$ cat config.mk
export PLATFORM = sky130hd
export DESIGN_NAME = shf_unit
export DESIGN_NICKNAME = d
export VERILOG_FILES = /design/src/rtl/shf_pkg.sv /design/src/rtl/shf_amount_sel.sv /design/src/rtl/shf_core.sv /design/src/rtl/shf_out_stage.sv /design/src/rtl/shf_unit.sv
export SDC_FILE = /design/constraint.sdc
export NUM_CORES = 1
export LEC_CHECK = 0
export ABC_AREA = 1
export CORE_MARGIN = 8
export CORE_UTILIZATION = 70
export CTS_CLUSTER_DIAMETER = 60
export DETAILED_ROUTE_END_ITERATION = 6
export DONT_BUFFER_PORTS = 1
export GPL_TIMING_DRIVEN = 0
export PLACE_DENSITY_LB_ADDON = 0.2
export SLEW_MARGIN = 20
export SYNTH_ARGS = -nofsm -noshare
export SYNTH_HDL_FRONTEND = slang
export SYNTH_SLANG_ARGS = --single-unit
export TNS_END_PERCENT = 10
$ cat constraint.sdc
create_clock -name clk -period 2.3 [get_ports clk]
set_clock_uncertainty 0.2 [all_clocks]
set_input_delay 0.46 -clock clk [delete_from_list [all_inputs] [get_ports clk]]
set_output_delay 0.46 -clock clk [all_outputs]
set_load 0.01 [all_outputs]
$ cat src/rtl/shf_pkg.sv
package shf_pkg;

  typedef enum logic [2:0] {
    OP_SHL  = 3'd0,
    OP_SHR  = 3'd1,
    OP_SHRS = 3'd2,
    OP_ROTL = 3'd3,
    OP_ROTR = 3'd4
  } shf_op_e;

  function automatic logic op_is_shift(input logic [2:0] code);
    return (code == OP_SHL) || (code == OP_SHR) || (code == OP_SHRS);
  endfunction

  function automatic logic op_is_rot(input logic [2:0] code);
    return (code == OP_ROTL) || (code == OP_ROTR);
  endfunction

endpackage

$ cat src/rtl/shf_amount_sel.sv
module shf_amount_sel
  import shf_pkg::*;
#(
  parameter int LW = 5
) (
  input  logic [2:0]    op,
  input  logic [LW:0]   amt_low,
  input  logic [LW-1:0] amt_imm,
  input  logic          imm_sel,
  output logic [LW-1:0] cnt,
  output logic          flush
);

  logic [LW:0] wide_cnt;

  // Register shifts see one extra count bit; immediates are zero-extended.
  always_comb begin
    wide_cnt = imm_sel ? {1'b0, amt_imm} : amt_low;
    cnt      = '0;
    flush    = 1'b0;
    if (op_is_shift(op)) begin
      cnt   = wide_cnt[LW-1:0];
      flush = wide_cnt[LW];
    end else if (op_is_rot(op)) begin
      cnt   = imm_sel ? amt_imm : amt_low[LW-1:0];
    end
  end

endmodule

$ cat src/rtl/shf_core.sv
module shf_core #(
  parameter int W  = 32,
  parameter int LW = 5
) (
  input  logic [W-1:0]  din,
  input  logic [LW-1:0] cnt,
  input  logic          go_left,
  input  logic          rotate,
  input  logic          fill,
  output logic [W-1:0]  dout
);

  logic [W-1:0] flip_in;
  logic [W-1:0] stg [0:LW];

  // Left operations run on the mirrored word through the same right network.
  for (genvar i = 0; i < W; i++) begin : g_flip_in
    assign flip_in[i] = go_left ? din[W-1-i] : din[i];
  end

  assign stg[0] = flip_in;

  for (genvar k = 0; k < LW; k++) begin : g_stage
    localparam int S = 1 << k;
    logic [S-1:0] top_bits;
    assign top_bits   = rotate ? stg[k][S-1:0] : {S{fill}};
    assign stg[k + 1] = cnt[k] ? {top_bits, stg[k][W-1:S]} : stg[k];
  end

  for (genvar i = 0; i < W; i++) begin : g_flip_out
    assign dout[i] = go_left ? stg[LW][W-1-i] : stg[LW][i];
  end

endmodule

$ cat src/rtl/shf_out_stage.sv
module shf_out_stage #(
  parameter int W = 32
) (
  input  logic         clk,
  input  logic         rst_n,
  input  logic         in_valid,
  output logic         in_ready,
  input  logic [W-1:0] in_data,
  output logic         out_valid,
  input  logic         out_ready,
  output logic [W-1:0] out_data
);

  assign in_ready = !out_valid || out_ready;

  always_ff @(posedge clk or negedge rst_n) begin
    if (!rst_n) begin
      out_valid <= 1'b0;
      out_data  <= '0;
    end else if (in_ready) begin
      out_valid <= in_valid;
      if (in_valid) out_data <= in_data;
    end
  end


  hold_while_stalled_chk: assert property (@(posedge clk) disable iff (!rst_n)
    (out_valid && !out_ready) |=> (out_valid && $stable(out_data)));


  ready_when_empty_chk: assert property (@(posedge clk) disable iff (!rst_n)
    !out_valid |-> in_ready);

endmodule

$ cat src/rtl/shf_unit.sv
module shf_unit
  import shf_pkg::*;
#(
  parameter int W     = 32,
  parameter int AMT_W = 32,
  parameter int LW    = $clog2(W)
) (
  input  logic          clk,
  input  logic          rst_n,
  input  logic          in_valid,
  output logic          in_ready,
  input  logic [2:0]    op,
  input  logic [W-1:0]  data_in,
  input  logic [AMT_W-1:0] amt_reg,
  input  logic [LW-1:0] amt_imm,
  input  logic          imm_sel,
  output logic          out_valid,
  input  logic          out_ready,
  output logic [W-1:0]  result
);

  logic [LW-1:0] cnt;
  logic          flush;
  logic          go_left;
  logic          rotate;
  logic          fill;
  logic          known_op;
  logic [W-1:0]  core_out;
  logic [W-1:0]  next_word;
  logic          unused_amt_hi;

  assign unused_amt_hi = ^amt_reg[AMT_W-1:LW+1];

  shf_amount_sel #(.LW(LW)) amount_i (
    .op      (op),
    .amt_low (amt_reg[LW:0]),
    .amt_imm (amt_imm),
    .imm_sel (imm_sel),
    .cnt     (cnt),
    .flush   (flush)
  );

  assign go_left  = (op == OP_SHL) || (op == OP_ROTL);
  assign rotate   = op_is_rot(op);
  assign fill     = (op == OP_SHRS) && data_in[W-1];
  assign known_op = op_is_shift(op) || op_is_rot(op);

  shf_core #(.W(W), .LW(LW)) core_i (
    .din     (data_in),
    .cnt     (cnt),
    .go_left (go_left),
    .rotate  (rotate),
    .fill    (fill),
    .dout    (core_out)
  );

  always_comb begin
    if (!known_op)  next_word = data_in;
    else if (flush) next_word = {W{fill}};
    else            next_word = core_out;
  end

  shf_out_stage #(.W(W)) stage_i (
    .clk       (clk),
    .rst_n     (rst_n),
    .in_valid  (in_valid),
    .in_ready  (in_ready),
    .in_data   (next_word),
    .out_valid (out_valid),
    .out_ready (out_ready),
    .out_data  (result)
  );


  zero_count_passes_chk: assert property (@(posedge clk) disable iff (!rst_n)
    (in_valid && in_ready && !flush && cnt == '0) |=> (result == $past(data_in)));


  flush_left_zero_chk: assert property (@(posedge clk) disable iff (!rst_n)
    (in_valid && in_ready && op == OP_SHL && !imm_sel && amt_reg[LW])
      |=> (result == '0));


  rotate_keeps_ones_chk: assert property (@(posedge clk) disable iff (!rst_n)
    (in_valid && in_ready && op_is_rot(op))
      |=> ($countones(result) == $countones($past(data_in))));


  accept_gives_valid_chk: assert property (@(posedge clk) disable iff (!rst_n)
    (in_valid && in_ready) |=> out_valid);

endmodule

==> results of run 1 <==
[path summary, 6_finish.rpt]
| check | to | depth (start not counted) |
|---|---|---|
| worst min-delay path | stage_i.out_valid$_DFFE_PN0N_ | 3 |
| worst min register to register | stage_i.out_data[8]$_DFFE_PN0P_ | 2 |
| worst max register to register | stage_i.out_data[9]$_DFFE_PN0P_ | 6 |
| max in group asynchronous | stage_i.out_data[14]$_DFFE_PN0P_ | 2 |
| worst max-delay path | stage_i.out_data[11]$_DFFE_PN0P_ | 19 |
| min in group asynchronous | stage_i.out_valid$_DFFE_PN0N_ | 2 |
[cells in the mapped netlist (all sizes together)]
library cell,instances,area share [%]
a21oi,2,0.21
buf,39,4.6
clkbuf,19,1.5
dfrtp,33,18
inv,47,3.8
nand2,416,33
nand3,347,37
nor2,17,1.6
nor3,2,0.32
[kinds of logic (layout without fill, tap and decap cells)]
kind of cell | after synthesis | in the layout | synth area share [%]
buffers and inverters | 105 | 127 | 9.84
flip-flops | 33 | 33 | 17.6
AO/OA/AOI/OAI | 2 | 2 | 0.213
AND/OR/NAND/NOR | 782 | 782 | 72.4
[worst min-delay path, cell delays in order]
cell and delay, ns:
inv_1 0.02, nand2_1 0.14, nand2_1 0.07
[flip-flops by register name, indices dropped and copies added, names as in the netlist]
| signal | cells |
|---|---|
| stage_i.out_valid | 1 |
| stage_i.out_data | 32 |
[metrics by stage]
stage | hold WS [ns] | setup WS (ns)
after floorplan | -0.0356 | 0.0778
after global placement | -0.0348 | -0.294
after detailed placement | -0.0348 | -0.409
after CTS | 0.249 | 0.00571
after global routing | 0.310 | -0.779
final | 0.253 | -0.796
[metal layers]
metal / global-route usage [%] / wire length [um] / part of all wire, % / vias to the layer above
met5: 0 / 0 / 0 / -
met4: 15.7 / 2230 / 11 / 0
met3: 16.0 / 4000 / 19 / 346
met2: 54.0 / 8200 / 39 / 883
met1: 42.3 / 6820 / 32 / 3126
li1: - / - / - / 3071
[timing repair]
item | in CTS | in global routing
endpoints found under the hold margin | 33 | 0
hold buffers | 2 | 0
pin swaps | 1 | 17
endpoints found under the setup margin | 32 | 32
gates resized for setup | 5 | 160
buffers inserted | 2 | 9
gates cloned | 0 | 1
[where the power goes]
part           internal [mW]  switching [mW]  total, mW
logic                  0.605            1.35       1.95
registers              0.716           0.165      0.881
clock network          0.209           0.199      0.409
[layout make-up]
| cell class | count | area, sq um | share of cell area [%] |
|---|---|---|---|
| multi-input cells | 784 | 3920 | 69.8 |
| well taps | 80 | 100 | 1.78 |
| inverters | 47 | 181 | 3.23 |
| clock buffers | 6 | 72.6 | 1.29 |
| plain buffers | 58 | 385 | 6.86 |
| clock inverters | 2 | 10.0 | 0.178 |
| repair buffers | 14 | 121 | 2.16 |
| flip-flops and latches | 33 | 826 | 14.7 |
==> qor.csv, run 1 <==
stage;metric;value;unit
run_status;status;complete, but fails checks;
run_status;violated checks;DRC, setup timing;
final_layout;most frequent cells in the layout;389 x nand2_1, 269 x nand3_1, 76 x nand3_2;
clock_network;worst skew pair latency;0.28;ns
floorplan;die area;9600;sq um
floorplan;Core Region;6640;sq um
critical_path;CP top delay family;simple AND/OR/NAND/NOR gates;
floorplan;I/O Pins;111;
critical_path;CP max stage delay;0.23;ns
floorplan;die height;98.0;um
global_routing;largest net degree at the start of global routing;34;
global_routing;vias in the first global route;6417;
clock_network;clk buf depth;2;
timing;Final Cycle Share;135;%
critical_path;Crit path required time;2.27;ns
timing;Hold Vio Cnt, Final;0;
critical_path;reg-to-reg critical path startpoint;stage_i.out_valid$_DFFE_PN0N_;
clock_network;Root Buffer;clkbuf_8;
min_path;min-delay src;out_ready;
timing;Slew headroom;58.7;%
critical_path;critical path's slowest cell;nand3_1;
final_layout;commonest non-fill, non-tap cell in the layout;nand2_1;
critical_path;Worst Path Arrival;3.06;ns
global_routing;Congestion Overflow GR;0;
yosys;Avg Cell Area, Syn;5.10;sq um
placement;DP HPWL;13.5;mm
timing;fin. max-slew vios;0;
timing;min Tclk post-route;3.10;ns
critical_path;crit-path most repeated cell;nand2_1;
detailed_routing;total number of vias;7426;
yosys;Cells after Synth;922;
critical_path;crit path launch;op[1];
timing;total negative slack;-9.53;ns
yosys;post-synth cell types;19;
timing;Slew @ Worst Pin;0.616;ns
floorplan;FP Rows;30;
final_layout;Non-Filler Instances;1024;
pwr;VDD IR-drop max;0.000520;V
critical_path;Worst setup SP type;primary input;
critical_path;Worst Setup End Kind;flip-flop;
min_path;min-delay worst type;primary input to flip-flop;
yosys;sequential share of the synthesized area;17.6;%
floorplan;Initial Util;70.8;%
timing;Max Freq;323;MHz
clock_network;Num CTS Buffers;5;
critical_path;Crit Path Category;primary input to flip-flop;
floorplan;chip width;98.0;um
detailed_routing;residual DRC count;640;
placement;port bufs;0;
final_layout;Final Instance Area;5620;sq um
global_routing;initial antenna violation count;0;
yosys;syn nets;999;
detailed_routing;total wire length;21.3;mm
pwr;Tot Pwr;3.24;mW
final_layout;fill count;433;
yosys;FF+latch count, synth;33;
detailed_routing;DR WL/cell;20.8;um
timing;Setup Viol. Count Final;32;
placement;placed cell area;4800;sq um
pwr;power per cell area;578;nW/um^2
detailed_routing;detailed-router iteration count before antenna repair;7;
final_layout;# diodes;0;
global_routing;total track usage;35.6;%
placement;number of instances in the placed design;1002;
clock_network;CTS sink count;33;
final_layout;Syn-to-layout area delta;19.4;%
clock_network;H-tree lvl count;2;
final_layout;Nets;1020;
critical_path;CP cell instances;nor2_4 -> nand2_4 -> nand2_8 -> buf_8 -> nand2_1 -> nand3_2 -> nand2_1 -> nand2_1 -> nand3_1 -> nand2_1 -> nand2_1 -> nand3_1 -> nand2_1 -> nand2_1 -> nand2_1 -> nand3_1 -> nand2_1 -> nand2_1 -> nand2_1;
detailed_routing;ANT nets after route;0;
clock_network;register clock-pin slew on the reported worst setup and hold paths;0.07;ns
critical_path;CP Max Fanout;10;
run;Max-Cap Viols;0;
global_routing;global-route wire length before repair;28.9;mm
detailed_routing;vias per std cell;7.25;
timing;PnR worst setup slack;-0.796;ns
clock_network;CTS tree;yes;
final_layout;share of post-route cells with drive strength above 1;18.4;%
critical_path;Bufs and invs on worst path;1;
yosys;Post-Syn Area;4700;sq um
detailed_routing;DRT iter0 DRCs;1987;
critical_path;worst reg2reg setup slack;0.50;ns
timing;RSZ-0062 raised after global routing;yes;
placement;Placer Congestion;1.25;
final_layout;Core Util, Final;84.5;%
pwr;Pleak;3.18;nW
yosys;Synthesis Warnings;0;
Power figures use the tool's default switching activity.
==> run 2: changes to the inputs <==
--- a/config.mk
+++ b/config.mk
@@ -6,13 +6,15 @@
 export NUM_CORES = 1
 export LEC_CHECK = 0
 export ABC_AREA = 1
+export CORE_ASPECT_RATIO = 1.1
 export CORE_MARGIN = 8
-export CORE_UTILIZATION = 70
+export CORE_UTILIZATION = 66
 export CTS_CLUSTER_DIAMETER = 60
 export DETAILED_ROUTE_END_ITERATION = 6
 export DONT_BUFFER_PORTS = 1
 export GPL_TIMING_DRIVEN = 0
 export PLACE_DENSITY_LB_ADDON = 0.2
+export RECOVER_POWER = 50
 export SLEW_MARGIN = 20
 export SYNTH_ARGS = -nofsm -noshare
 export SYNTH_HDL_FRONTEND = slang
==> constraint.sdc (replaced) <==
create_clock -name clk -period 3.3 [get_ports clk]
set_clock_uncertainty 0.2 [all_clocks]
set_input_delay 0.66 -clock clk [delete_from_list [all_inputs] [get_ports clk]]
set_output_delay 0.66 -clock clk [all_outputs]
set_load 0.01 [all_outputs]
==> qor.csv, run 2 (synthesized netlist as in run 1, its figures left out) <==
stage;metric;value;unit;change
run_status;status;complete, but fails checks;;unchanged
run_status;violated checks;capacitance limit, slew limit;;was DRC, setup timing
critical_path;Worst Setup End Kind;flip-flop;;unchanged
critical_path;reg-to-reg critical path startpoint;stage_i.out_valid$_DFFE_PN0N_;;unchanged
floorplan;die area;10100;sq um;was 9600 sq um
placement;DP HPWL;14.3;mm;was 13.5 mm
global_routing;initial antenna violation count;0;;unchanged
critical_path;Crit Path Category;primary input to flip-flop;;unchanged
critical_path;crit path launch;op[0];;was op[1]
floorplan;die height;105;um;was 98.0 um
floorplan;FP Rows;32;;was 30
placement;port bufs;0;;unchanged
pwr;Reg power frac;30.2;%;was 27.2%
final_layout;Non-Filler Instances;1017;;was 1024
critical_path;CP Max Fanout;10;;unchanged
pwr;combinational power share;55.3;%;was 60.2%
timing;Hold Vio Cnt, Final;0;;unchanged
final_layout;largest registers;stage_i.out_data: 32 flops, stage_i.out_valid: 1 flops;;unchanged
pwr;power per cell area;413;nW/um^2;was 578 nW/um^2
clock_network;post_cts resized;0;;was 5
pwr;switching share of power;50.9;%;was 52.8%
pwr;switching power;1.03;mW;was 1.71 mW
final_layout;# diodes;0;;unchanged
timing;Max Freq;351;MHz;
critical_path;Crit path required time;3.28;ns;was 2.27 ns
pwr;clock network fraction of total power;14.5;%;was 12.6%
clock_network;H-tree lvl count;2;;unchanged
timing;fin. max-slew vios;34;;was 0
clock_network;CTS sink count;33;;unchanged
timing;RSZ-0062 raised after global routing;no;;was yes
final_layout;Syn-to-layout area delta;4.31;%;was 19.4%
placement;Placer Congestion;1.10;;was 1.25
clock_network;Post-CTS Setup Repair Bufs;0;;was 2
detailed_routing;residual DRC count;0;;was 640
final_layout;Final Instance Area;4910;sq um;was 5620 sq um
global_routing;Congestion Overflow GR;0;;unchanged
pwr;Internal Dissipation;0.994;mW;was 1.53 mW
timing;total negative slack;0;ns;was -9.53 ns
min_path;min-delay src;stage_i.out_data[5]$_DFFE_PN0P_;;was out_ready
clock_network;register clock-pin slew on the reported worst setup and hold paths;0.07;ns;about the same
critical_path;Worst setup SP type;primary input;;unchanged
critical_path;Worst Path Arrival;2.83;ns;was 3.06 ns
placement;DP Worst Slack;0.320;ns;was -0.409 ns
final_layout;fill count;653;;was 433
timing;Final Cycle Share;86.4;%;
clock_network;Root Buffer;clkbuf_8;;unchanged
clock_network;clk buf depth;2;;unchanged
final_layout;commonest non-fill, non-tap cell in the layout;nand2_1;;unchanged
clock_network;hold_buf cts;1;;was 2
detailed_routing;detailed-router iteration count before antenna repair;6;;was 7
timing;min Tclk post-route;2.85;ns;
run;Max-Cap Viols;1;;was 0
timing;PnR worst setup slack;0.449;ns;was -0.796 ns
floorplan;Core Region;6970;sq um;was 6640 sq um
final_layout;share of post-route cells with drive strength above 1;5.36;%;was 18.4%
pwr;Tot Pwr;2.03;mW;was 3.24 mW
detailed_routing;vias per std cell;6.40;;was 7.25
detailed_routing;ANT nets after route;0;;unchanged
final_layout;Nets;1008;;was 1020
final_layout;max reg flops;32;;unchanged
timing;Slew @ Worst Pin;1.71;ns;was 0.616 ns
global_routing;largest net degree at the start of global routing;34;;unchanged
timing;Setup Viol. Count Final;0;;was 32
min_path;min-delay worst type;flip-flop to flip-flop;;was primary input to flip-flop
detailed_routing;total wire length;17.6;mm;was 21.3 mm
final_layout;Biggest register;stage_i.out_data;;unchanged
clock_network;Num CTS Buffers;5;;unchanged
global_routing;total track usage;34.0;%;was 35.6%
clock_network;worst skew pair latency;0.28;ns;about the same
detailed_routing;DRT iter0 DRCs;648;;was 1987
floorplan;chip width;96.5;um;was 98.0 um
timing;Slew headroom;-14.2;%;was 58.7%
pwr;VDD IR-drop max;0.000412;V;was 0.000520 V
placement;number of instances in the placed design;1007;;was 1002
floorplan;I/O Pins;111;;unchanged
global_routing;vias in the first global route;5910;;was 6417
detailed_routing;DR WL/cell;17.3;um;was 20.8 um
detailed_routing;total number of vias;6505;;was 7426
placement;placed cell area;4810;sq um;was 4800 sq um
floorplan;Initial Util;67.5;%;was 70.8%
final_layout;most frequent cells in the layout;413 x nand2_1, 346 x nand3_1, 42 x inv_1;;was 389 x nand2_1, 269 x nand3_1, 76 x nand3_2
clock_network;CTS tree;yes;;unchanged
pwr;Pleak;2.90;nW;was 3.18 nW
global_routing;global-route wire length before repair;28.2;mm;was 28.9 mm
[run 2: final timing paths]
check	end	slack (ns)	cells past startpoint
setup / recovery	stage_i.out_data[18]$_DFFE_PN0P_	0.45	17
hold / removal	stage_i.out_data[5]$_DFFE_PN0P_	0.35	2
setup reg to reg	stage_i.out_data[7]$_DFFE_PN0P_	1.49	6
hold reg to reg	stage_i.out_data[5]$_DFFE_PN0P_	0.35	2
max in group asynchronous	stage_i.out_data[22]$_DFFE_PN0P_	0.73	2
min in group asynchronous	stage_i.out_data[29]$_DFFE_PN0P_	1.17	2
[run 2: metrics by stage]
stage | hold slack (ns) | utilization [%]
floorplan | 0.164 | -
detailed placement | 0.165 | 69.0
CTS | 0.00130 | 70.5
global placement | 0.165 | 69.0
finish | 0.354 | 70.4
global route | 0.378 | 70.4
[run 2: worst max-delay path, cell delays in order]
cell     delay, ns
nor2_1        0.23
nand2_2       0.20
nand2_4       0.15
buf_4         0.20
nand2_1       0.08
nand3_1       0.11
nand3_1       0.13
nand3_1       0.13
nand3_1       0.25
nand2_1       0.13
nand2_1       0.05
nand2_1       0.16
nand2_1       0.08
nand3_1       0.09
nand2_1       0.06
nand2_1       0.07
nand2_1       0.05
[run 2: area by class of cell]
class / instances / area [sq um] / share of cell area [%]
clock buffers: 6 / 72.6 / 1.48
plain buffers: 58 / 287 / 5.84
repair buffers: 2 / 13.8 / 0.281
clock inverters: 2 / 10.0 / 0.204
well taps: 85 / 106 / 2.17
flip-flops and latches: 33 / 826 / 16.8
inverters: 47 / 176 / 3.60
multi-input cells: 784 / 3410 / 69.6
[run 2: routing by layer]
metal	part of all wire [%]	wire length, um	global-route usage, %	up-vias
li1	-	-	-	3045
met1	36	6330	38.5	2806
met2	46	8120	55.3	546
met3	11	1930	6.87	108
met4	6.8	1200	22.6	0
met5	0	0	0	-
[run 2: power by group through the flow]
stage | combinational [mW] | clock [mW] | sequential (mW)
2_1_floorplan | 0.810 | 0 | 0.599
3_3_place_gp | 1.04 | 0 | 0.619
3_5_place_dp | 1.06 | 0 | 0.624
4_1_cts | 1.08 | 0.287 | 0.617
5_1_grt | 1.24 | 0.301 | 0.626
6_report | 1.12 | 0.293 | 0.612
